`config.mk`:
```
export PLATFORM = sky130hd
export DESIGN_NAME = dbs_seq
export DESIGN_NICKNAME = d
export VERILOG_FILES = /design/src/rtl/dbs_pkg.sv /design/src/rtl/dbs_step.sv /design/src/rtl/dbs_lane_mux.sv /design/src/rtl/dbs_rd_pack.sv /design/src/rtl/dbs_seq.sv
export SDC_FILE = /design/constraint.sdc
export NUM_CORES = 1
export LEC_CHECK = 0
export CAP_MARGIN = 5
export CORE_MARGIN = 4
export CORE_UTILIZATION = 65
export CTS_CLUSTER_SIZE = 30
export DETAILED_ROUTE_END_ITERATION = 12
export DONT_BUFFER_PORTS = 1
export MAX_ROUTING_LAYER = met4
export PLACE_DENSITY_LB_ADDON = 0.08
export SYNTH_ARGS = -nofsm -noshare
export SYNTH_HDL_FRONTEND = slang
export SYNTH_HIERARCHICAL = 1
export SYNTH_SLANG_ARGS = --single-unit
```
`constraint.sdc`:
```
create_clock -name clk -period 9.85 [get_ports clk]
set_input_delay 0.4925 -clock clk [delete_from_list [all_inputs] [get_ports clk]]
set_output_delay 0.4925 -clock clk [all_outputs]
set_load 0.005 [all_outputs]
```
`src/rtl/dbs_pkg.sv`:
```
package dbs_pkg;

  localparam int OP_W    = 32;
  localparam int LANE_W  = 16;
  localparam int BYTE_W  = 8;
  localparam int OP_BYTES = OP_W / BYTE_W;
  localparam int CNT_W   = $clog2(OP_BYTES + 1);

  typedef enum logic [1:0] {
    ACK_RSVD = 2'b00,
    ACK_P16  = 2'b01,
    ACK_P8   = 2'b10,
    ACK_WAIT = 2'b11
  } ack_e;

  typedef enum logic [1:0] {
    ST_IDLE,
    ST_ACT,
    ST_GAP
  } st_e;

  // operand size code to byte count (00 encodes the full operand)
  function automatic logic [CNT_W-1:0] size_bytes(input logic [1:0] sz);
    if (sz == 2'b00) return CNT_W'(OP_BYTES);
    return CNT_W'(sz);
  endfunction

endpackage

```
`src/rtl/dbs_step.sv`:
```
// Decodes one acknowledge: whether the cycle ended, how many bytes moved
// and which lanes carried them.
module dbs_step
  import dbs_pkg::*;
(
  input  ack_e              ack,
  input  logic              addr_lsb,
  input  logic [CNT_W-1:0]  left,
  input  logic [LANE_W-1:0] din,
  output logic              fin,
  output logic              bad,
  output logic              two,
  output logic [BYTE_W-1:0] b_first,
  output logic [BYTE_W-1:0] b_second
);

  always_comb begin
    fin      = 1'b0;
    bad      = 1'b0;
    two      = 1'b0;
    b_first  = din[LANE_W-1 -: BYTE_W];
    b_second = din[BYTE_W-1:0];
    case (ack)
      ACK_P8: begin
        fin = 1'b1;
      end
      ACK_P16: begin
        fin = 1'b1;
        if (addr_lsb) begin
          b_first = din[BYTE_W-1:0];
        end else if (left >= CNT_W'(2)) begin
          two = 1'b1;
        end
      end
      ACK_RSVD: begin
        bad = 1'b1;
      end
      default: begin
      end
    endcase
  end

endmodule

```
`src/rtl/dbs_lane_mux.sv`:
```
// Places outgoing write bytes on the data lanes.
module dbs_lane_mux
  import dbs_pkg::*;
(
  input  logic [LANE_W-1:0] head,
  input  logic              addr_lsb,
  input  logic [CNT_W-1:0]  left,
  output logic [LANE_W-1:0] dout
);

  logic pair;

  assign pair = (left >= CNT_W'(2)) && !addr_lsb;

  always_comb begin
    if (pair) begin
      dout = head;
    end else begin
      dout = {head[LANE_W-1 -: BYTE_W], head[LANE_W-1 -: BYTE_W]};
    end
  end

endmodule

```
`src/rtl/dbs_rd_pack.sv`:
```
// Collects read bytes, most significant first, into a right-justified word.
module dbs_rd_pack
  import dbs_pkg::*;
(
  input  logic              clk,
  input  logic              rst,
  input  logic              clr,
  input  logic              en,
  input  logic              two,
  input  logic [BYTE_W-1:0] b_first,
  input  logic [BYTE_W-1:0] b_second,
  output logic [OP_W-1:0]   acc_next
);

  logic [OP_W-1:0] acc_q;

  always_comb begin
    if (two) begin
      acc_next = {acc_q[OP_W-2*BYTE_W-1:0], b_first, b_second};
    end else begin
      acc_next = {acc_q[OP_W-BYTE_W-1:0], b_first};
    end
  end

  always_ff @(posedge clk) begin
    if (rst || clr) begin
      acc_q <= '0;
    end else if (en) begin
      acc_q <= acc_next;
    end
  end

endmodule

```
`src/rtl/dbs_seq.sv`:
```
module dbs_seq
  import dbs_pkg::*;
#(
  parameter int ADDR_W = 24
) (
  input  logic              clk,
  input  logic              rst,
  input  logic              req_valid,
  input  logic [ADDR_W-1:0] req_addr,
  input  logic [1:0]        req_size,
  input  logic              req_write,
  input  logic [31:0]       req_wdata,
  output logic              busy,
  output logic              rsp_done,
  output logic              rsp_err,
  output logic [31:0]       rsp_rdata,
  output logic              bus_strb,
  output logic              bus_wr,
  output logic [ADDR_W-1:0] bus_addr,
  output logic [1:0]        bus_siz,
  output logic [15:0]       bus_dout,
  input  logic [15:0]       bus_din,
  input  logic [1:0]        bus_dsack
);

  st_e               st_q;
  logic [ADDR_W-1:0] addr_q;
  logic [CNT_W-1:0]  left_q;
  logic              wr_q;
  logic [OP_W-1:0]   wsh_q;
  logic              strb_q;
  logic              done_q;
  logic              err_q;
  logic [OP_W-1:0]   rdata_q;

  logic              fin;
  logic              bad;
  logic              two;
  logic [BYTE_W-1:0] b_first;
  logic [BYTE_W-1:0] b_second;
  logic [OP_W-1:0]   acc_next;
  logic [CNT_W-1:0]  nbytes;
  logic [CNT_W-1:0]  left_n;
  logic [CNT_W-1:0]  req_n;
  logic              take;
  logic              step;

  assign take   = (st_q == ST_IDLE) && req_valid;
  assign step   = (st_q == ST_ACT) && fin;
  assign nbytes = two ? CNT_W'(2) : CNT_W'(1);
  assign left_n = left_q - nbytes;
  assign req_n  = size_bytes(req_size);

  dbs_step u_step (
    .ack      (ack_e'(bus_dsack)),
    .addr_lsb (addr_q[0]),
    .left     (left_q),
    .din      (bus_din),
    .fin      (fin),
    .bad      (bad),
    .two      (two),
    .b_first  (b_first),
    .b_second (b_second)
  );

  dbs_lane_mux u_lane (
    .head     (wsh_q[OP_W-1 -: LANE_W]),
    .addr_lsb (addr_q[0]),
    .left     (left_q),
    .dout     (bus_dout)
  );

  dbs_rd_pack u_pack (
    .clk      (clk),
    .rst      (rst),
    .clr      (take),
    .en       (step),
    .two      (two),
    .b_first  (b_first),
    .b_second (b_second),
    .acc_next (acc_next)
  );

  always_ff @(posedge clk) begin
    if (rst) begin
      st_q    <= ST_IDLE;
      addr_q  <= '0;
      left_q  <= '0;
      wr_q    <= 1'b0;
      wsh_q   <= '0;
      strb_q  <= 1'b0;
      done_q  <= 1'b0;
      err_q   <= 1'b0;
      rdata_q <= '0;
    end else begin
      done_q <= 1'b0;
      err_q  <= 1'b0;
      case (st_q)
        ST_IDLE: begin
          if (req_valid) begin
            addr_q <= req_addr;
            left_q <= req_n;
            wr_q   <= req_write;
            wsh_q  <= req_wdata << {(CNT_W'(OP_BYTES) - req_n), 3'b000};
            strb_q <= 1'b1;
            st_q   <= ST_ACT;
          end
        end
        ST_ACT: begin
          if (bad) begin
            strb_q <= 1'b0;
            done_q <= 1'b1;
            err_q  <= 1'b1;
            st_q   <= ST_IDLE;
          end else if (fin) begin
            addr_q <= addr_q + ADDR_W'(nbytes);
            left_q <= left_n;
            wsh_q  <= two ? (wsh_q << (2 * BYTE_W)) : (wsh_q << BYTE_W);
            strb_q <= 1'b0;
            if (left_n == '0) begin
              done_q  <= 1'b1;
              rdata_q <= acc_next;
              st_q    <= ST_IDLE;
            end else begin
              st_q <= ST_GAP;
            end
          end
        end
        ST_GAP: begin
          strb_q <= 1'b1;
          st_q   <= ST_ACT;
        end
        default: begin
          st_q   <= ST_IDLE;
          strb_q <= 1'b0;
        end
      endcase
    end
  end

  assign busy      = (st_q != ST_IDLE);
  assign rsp_done  = done_q;
  assign rsp_err   = err_q;
  assign rsp_rdata = rdata_q;
  assign bus_strb  = strb_q;
  assign bus_wr    = wr_q;
  assign bus_addr  = addr_q;
  assign bus_siz   = left_q[1:0];

endmodule

```
==> results of run 1 <==
cell usage after synthesis (3+ instances only):
cell type  count
nand3_1        4
a211oi_1      13
or3_1          4
nor3_1        31
a221oi_1       8
a21oi_1       64
clkbuf_1      35
mux2i_1       53
buf_4         19
and2_1         3
ha_1           6
and4_1         4
mux4_2         8
nand2b_1       5
buf_1          3
dfxtp_1      120
nor4_1         5
inv_1         39
a211oi_2      20
nand2_1       97
mux2_2        33
o21ai_1        3
o21ai_0       22
nand4_1        4
a22oi_1       16
o22ai_1       13
buf_2         18
o211ai_1       3
a22o_1         3
and3_1         8
nor2b_1        4
buf_6          3
nor2_1        93
worst max-delay path: stages, from the launching register on:
cell     delay [ns]
dfxtp_1        0.50
nor2_1         0.09
nor3b_2        0.15
buf_4          0.69
inv_1          0.23
ha_1           0.26
fa_1           0.41
xnor2_1        0.14
and3_1         0.22
and2_1         0.91
nand2_1        0.16
a21oi_1        0.19
per-layer routing:
layer	GRT usage	wire length [µm]
met3	0.0879	1580
met2	0.478	8500
met5	-	0
met4	0.142	621
met1	0.371	7000
through the flow:
step / instance area, µm² / hold slack [ns] / setup WS (ns)
floorplan: 6760 / 0.453 / 6.21
global placement: 6530 / 0.458 / 5.83
detailed placement: 6530 / 0.462 / 5.70
CTS: 7170 / 0.0137 / 5.79
global route: 7170 / 0.0127 / 5.47
finish: 7170 / 0.0283 / 5.82
area by class of cell:
class | count | area, µm²
tap | 133 | 166
clock buffer | 17 | 414
multi-input combinational | 565 | 3760
clock inverter | 15 | 226
sequential | 120 | 2400
fill | 800 | 2790
inverter | 40 | 150
timing repair buffer | 6 | 45.0
cell families after synthesis:
family                     after synthesis
AOI/OAI and AO/OA                      184
xor gates and xnor gates                 1
adders and majority gates                8
buffers and inverters                  121
DFF                                    120
muxes                                   94
and+or+nand+nor                        278
path summary, 6_finish.rpt:
path                                 from             to  slack, ns  depth (start not counted)
worst min register to register     bus_wr         bus_wr       0.47                          2
worst min-delay path                  rst         bus_wr       0.03                          1
worst max-delay path            left_q[1]  rsp_rdata[21]       5.82                         11
worst max register to register  left_q[1]  rsp_rdata[21]       5.82                         11
flip-flops by register name, summed over array words and instances, names as in the netlist:
signal,cells
bus_wr,1
rsp_rdata,32
left_q,3
st_q,2
rsp_err,1
bus_addr,24
wsh_q,32
rsp_done,1
u_pack/acc_q,24
power breakdown:
part           switching, mW  internal (mW)
Clock                  0.235          0.437
Combinational          0.117         0.0837
Sequential            0.0365          0.514
Total                  0.389           1.03
==> results.yml, run 1 <==
floorplan:
  core_region_area_um2: 9950
  ioPinCount: 159
  die_w_um: 110
  die_area_um2: 12100
  row_count: 36
  initial_core_util: 0.679
  die_h_um: 110
global_route:
  grt_pass1_vias: 5693
  grt_max_degree: 97
  antenna_found_initial: 0
  grt_overflow_total: 0
  grt_pass1_wl_mm: 28.3
  track_usage: 0.308
worst_setup_path:
  worstPathArrival_ns: 4.49
  endpoint_kind: "register"
  start_kind: "register"
  setup.worst_path.class: "reg2reg"
  crit_required_ns: 10.31
  crit_fanout: 52
routing:
  ant_nets: 0
  vias: 5755
  first_iter_violations: 597
  wl_mm: 17.7
  routedWlPerCell_um: 19.8
  drc: 0
  viasPerCell: 6.42
  firstDrtPassIters: 5
cells_and_area:
  final_cell_mix: "120 x dfxtp_1, 96 x nand2_1, 92 x nor2_1"
  final_layout_size_suffix_gt1_frac: 0.143
  antenna_cells: 0
  fin_nets: 838
  fin_cells: 896
  fin_util: 0.720
  areaGrowthSynthToFinish_pct: 6.01
  final_common_cell: "dfxtp_1"
clock_tree:
  postCtsSetupBuffers: 0
  ctsResizeCount: 0
  numCtsBuffers: 17
  clock_path_buffers: 2
  cts_root_buffer: "clkbuf_8"
  hold_buffers: 0
  cts_sinks: 120
  clkLatencyLatePin_ns: 0.54
  clock_tree.htree_level_count: 4
  cts_tree: "yes"
  clk_pin_slew_ns: 0.06
synth:
  async_flop_share: 0
  dominantRegCellSynth: "dfxtp_1"
  yosysWarnings: 6
  synth_top_family_by_area: "compound AO/OA/AOI/OAI gates"
  yosys.cell_types.count: 64
  synth-simple-area-share: 0.187
  syn_area_um2: 6760
  synth_compound_area_frac: 0.189
  synth-edff-count: 0
  yosysSeqAreaShare: 0.355
  synth_area_per_cell_um2: 8.39
  synth.area.mux_share: 0.160
  syn_inst: 806
  synth-xor-area-share: 0.00130
  syn-num-nets: 894
  yosys-top-cells-area: "dfxtp_1 36%, mux2i_1 7.8%, mux2_2 5.5%"
  synthAdderAreaFrac: 0.0170
  ys_seq_elements: 120
  synth_top_area_frac: 0.355
  yosys.area.top_type: "dfxtp_1"
sta:
  worstMarginPinSlew_ns: 1.15
  fmax_mhz: 248
  final.setup.tns_ns: 0
  setup_viol: 0
  grt_setup_unrepaired: "false"
  min_period_over_period: 0.409
  finClkSkew_ns: 0.00657
  maxSlewHeadroom: 0.232
  slew_viol_final: 0
  finalHoldViolCount: 0
  fin_crit_ns: 4.03
placed_design:
  dp.cells: 864
  dpl.hpwl_mm: 11.7
  io_buffers: 0
  globalplace.congestion: 0.893
power:
  p_leak_nw: 2.61
  ir_worst_vdd_v: 0.000112
  totalPowerFinal_mw: 1.42
  power.density_nw_per_um2: 199
outcome:
  status: "complete, no violations"
flow_run:
  maxCapViolations: 0
worst_hold_path:
  worstHoldPathType: "in2reg"
No activity file was read; power rests on OpenSTA's default activity.
==> run 2: changes to the inputs <==
- CORE_UTILIZATION: 65 -> 64
- clock period: 9.85 -> 4 ns (I/O delays scaled with it)
==> run 2 against run 1 <==
  * Register-to-register slack got worse by 5.2 ns
  * Critical path depth decreased by 3
  * Global-route usage down 1.3 points
  * Combinational power grew to 2.7 times the previous value
  * Largest cell class unchanged
  * Flip-flop and latch count unchanged
  * Cell area rose by 3.8%
  * Routed wire length up 0.19%
  * Cell count up 3.9%
  * Clock-buffer cell count increased by 1
==> results.yml, run 2 (synthesized netlist as in run 1, its figures left out) <==
power:
  p_leak_nw: 2.72
  ir_worst_vdd_v: 0.000245
  power.density_nw_per_um2: 453
sta:
  finClkSkew_ns: 0.00771
  setup_viol: 0
  min_period_over_period: 0.836
  slew_viol_final: 0
  finalHoldViolCount: 0
  fin_crit_ns: 3.34
  maxSlewHeadroom: 0.167
  fmax_mhz: 299
  grt_setup_unrepaired: "false"
  final.setup.tns_ns: 0
  worstMarginPinSlew_ns: 1.25
  fin_ws_ns: 0.657
routing:
  vias: 5891
  wl_mm: 17.7
  drc: 0
  viasPerCell: 6.33
  firstDrtPassIters: 5
  ant_nets: 0
  routedWlPerCell_um: 19.0
  first_iter_violations: 515
clock_tree:
  clkLatencyLatePin_ns: 0.51
  numCtsBuffers: 17
  cts_tree: "yes"
  clock_path_buffers: 2
  postCtsSetupBuffers: 0
  clock_tree.htree_level_count: 4
  clk_pin_slew_ns: 0.06
  cts_root_buffer: "clkbuf_8"
  cts_sinks: 120
worst_setup_path:
  setup.worst_path.class: "reg2reg"
  cp_cell_sequence: "nor2_1 > nor3b_2 > buf_4 > ha_1 > a21oi_1 > or4_1 > o41a_1 > a41oi_1"
  crit_path_max_incr_delay_ns: 0.71
  cp_top_family: "simple AND/OR/NAND/NOR gates"
  crit_required_ns: 4.42
  r2r_start: "left_q[1]"
  cp_slowest_cell: "or4_1"
  critPathBufInv: 1
  crit_fanout: 51
  ff2ff_path_depth: 8
  worstPathArrival_ns: 3.77
  startpoint: "left_q[1]"
  endpoint_kind: "register"
  endpoint: "bus_addr[19]"
  cp.depth: 8
  start_kind: "register"
  regToRegSetupSlack_ns: 0.66
  reg2reg_to: "bus_addr[19]"
worst_hold_path:
  min_from: "bus_din[2]"
  worstHoldPathType: "in2reg"
placed_design:
  pre_cts_ws_ns: 0.682
  globalplace.congestion: 0.858
  dp.cells: 870
  io_buffers: 0
  dpl.hpwl_mm: 12.0
floorplan:
  ioPinCount: 159
  row_count: 37
  die_w_um: 111
  die_h_um: 111
  initial_core_util: 0.655
  die_area_um2: 12300
  core_region_area_um2: 10300
cells_and_area:
  final_layout_size_suffix_gt1_frac: 0.142
  final_cell_mix: "120 x dfxtp_1, 96 x nand2_1, 92 x nor2_1"
  areaGrowthSynthToFinish_pct: 10.0
  final_common_cell: "dfxtp_1"
  antenna_cells: 0
  fin_cells: 931
  fin_nets: 870
flow_run:
  maxCapViolations: 0
outcome:
  status: "complete, no violations"
global_route:
  grt_max_degree: 95
  grt_pass1_vias: 5838
  grt_overflow_total: 0
  track_usage: 0.295
  grt_pass1_wl_mm: 29.3
  antenna_found_initial: 0
-- run 2: final cells by class --
class                   instances  area (µm²)
flip-flops and latches        120        2400
inverters                      40         150
fillers                       814        2880
clock inverters                14         150
clock buffers                  18         428
well taps                     136         170
multi-input cells             565        3760
repair buffers                 38         375
-- run 2: timing repair --
| item | CTS | global route |
|---|---|---|
| gates resized for setup | 0 | 0 |
| endpoints found under the hold margin | 94 | 0 |
| hold buffers | 29 | 0 |
-- run 2: per-stage QoR --
| step | hold WS, ns | instance area (µm²) | power (mW) | util |
|---|---|---|---|---|
| after floorplan | 0.336 | 6760 | 1.80 | - |
| after CTS | 0.00315 | 7440 | 3.38 | 0.721 |
| final | 0.0136 | 7440 | 3.37 | 0.721 |
| after global routing | 0.0314 | 7440 | 3.52 | 0.721 |
| after global placement | 0.277 | 6560 | 1.85 | 0.635 |
| after detailed placement | 0.278 | 6560 | 1.87 | 0.635 |
-- run 2: worst min-delay path, stage by stage --
cell	delay (ns)
mux2i_1	0.08
inv_1	0.06
nand2_1	0.04
a21oi_1	0.10
-- run 2: metal layers --
metal	vias up	GRT usage	routed length, µm
met1	2776	0.360	7320
met4	0	0.126	601
met5	-	-	0
met3	52	0.0660	1390
li1	2792	-	-
met2	271	0.470	8420
-- run 2: worst min-delay path by stage --
stage	end	slack [ns]	cells past startpoint
after floorplan	bus_wr	0.34	2
after global placement	bus_wr	0.28	1
after detailed placement	bus_wr	0.28	1
after CTS	bus_addr[21]	0.003	4
after global routing	u_pack/acc_q[3]	0.03	2
final	rsp_rdata[2]	0.01	4
-- run 2: power breakdown --
| group | leakage [nW] | internal [mW] | switching [mW] | total (mW) |
|---|---|---|---|---|
| clock network | 0.266 | 0.904 | 0.574 | 1.48 |
| logic | 1.47 | 0.228 | 0.312 | 0.540 |
| registers | 0.979 | 1.27 | 0.0899 | 1.36 |
| total | 2.72 | 2.40 | 0.975 | 3.37 |
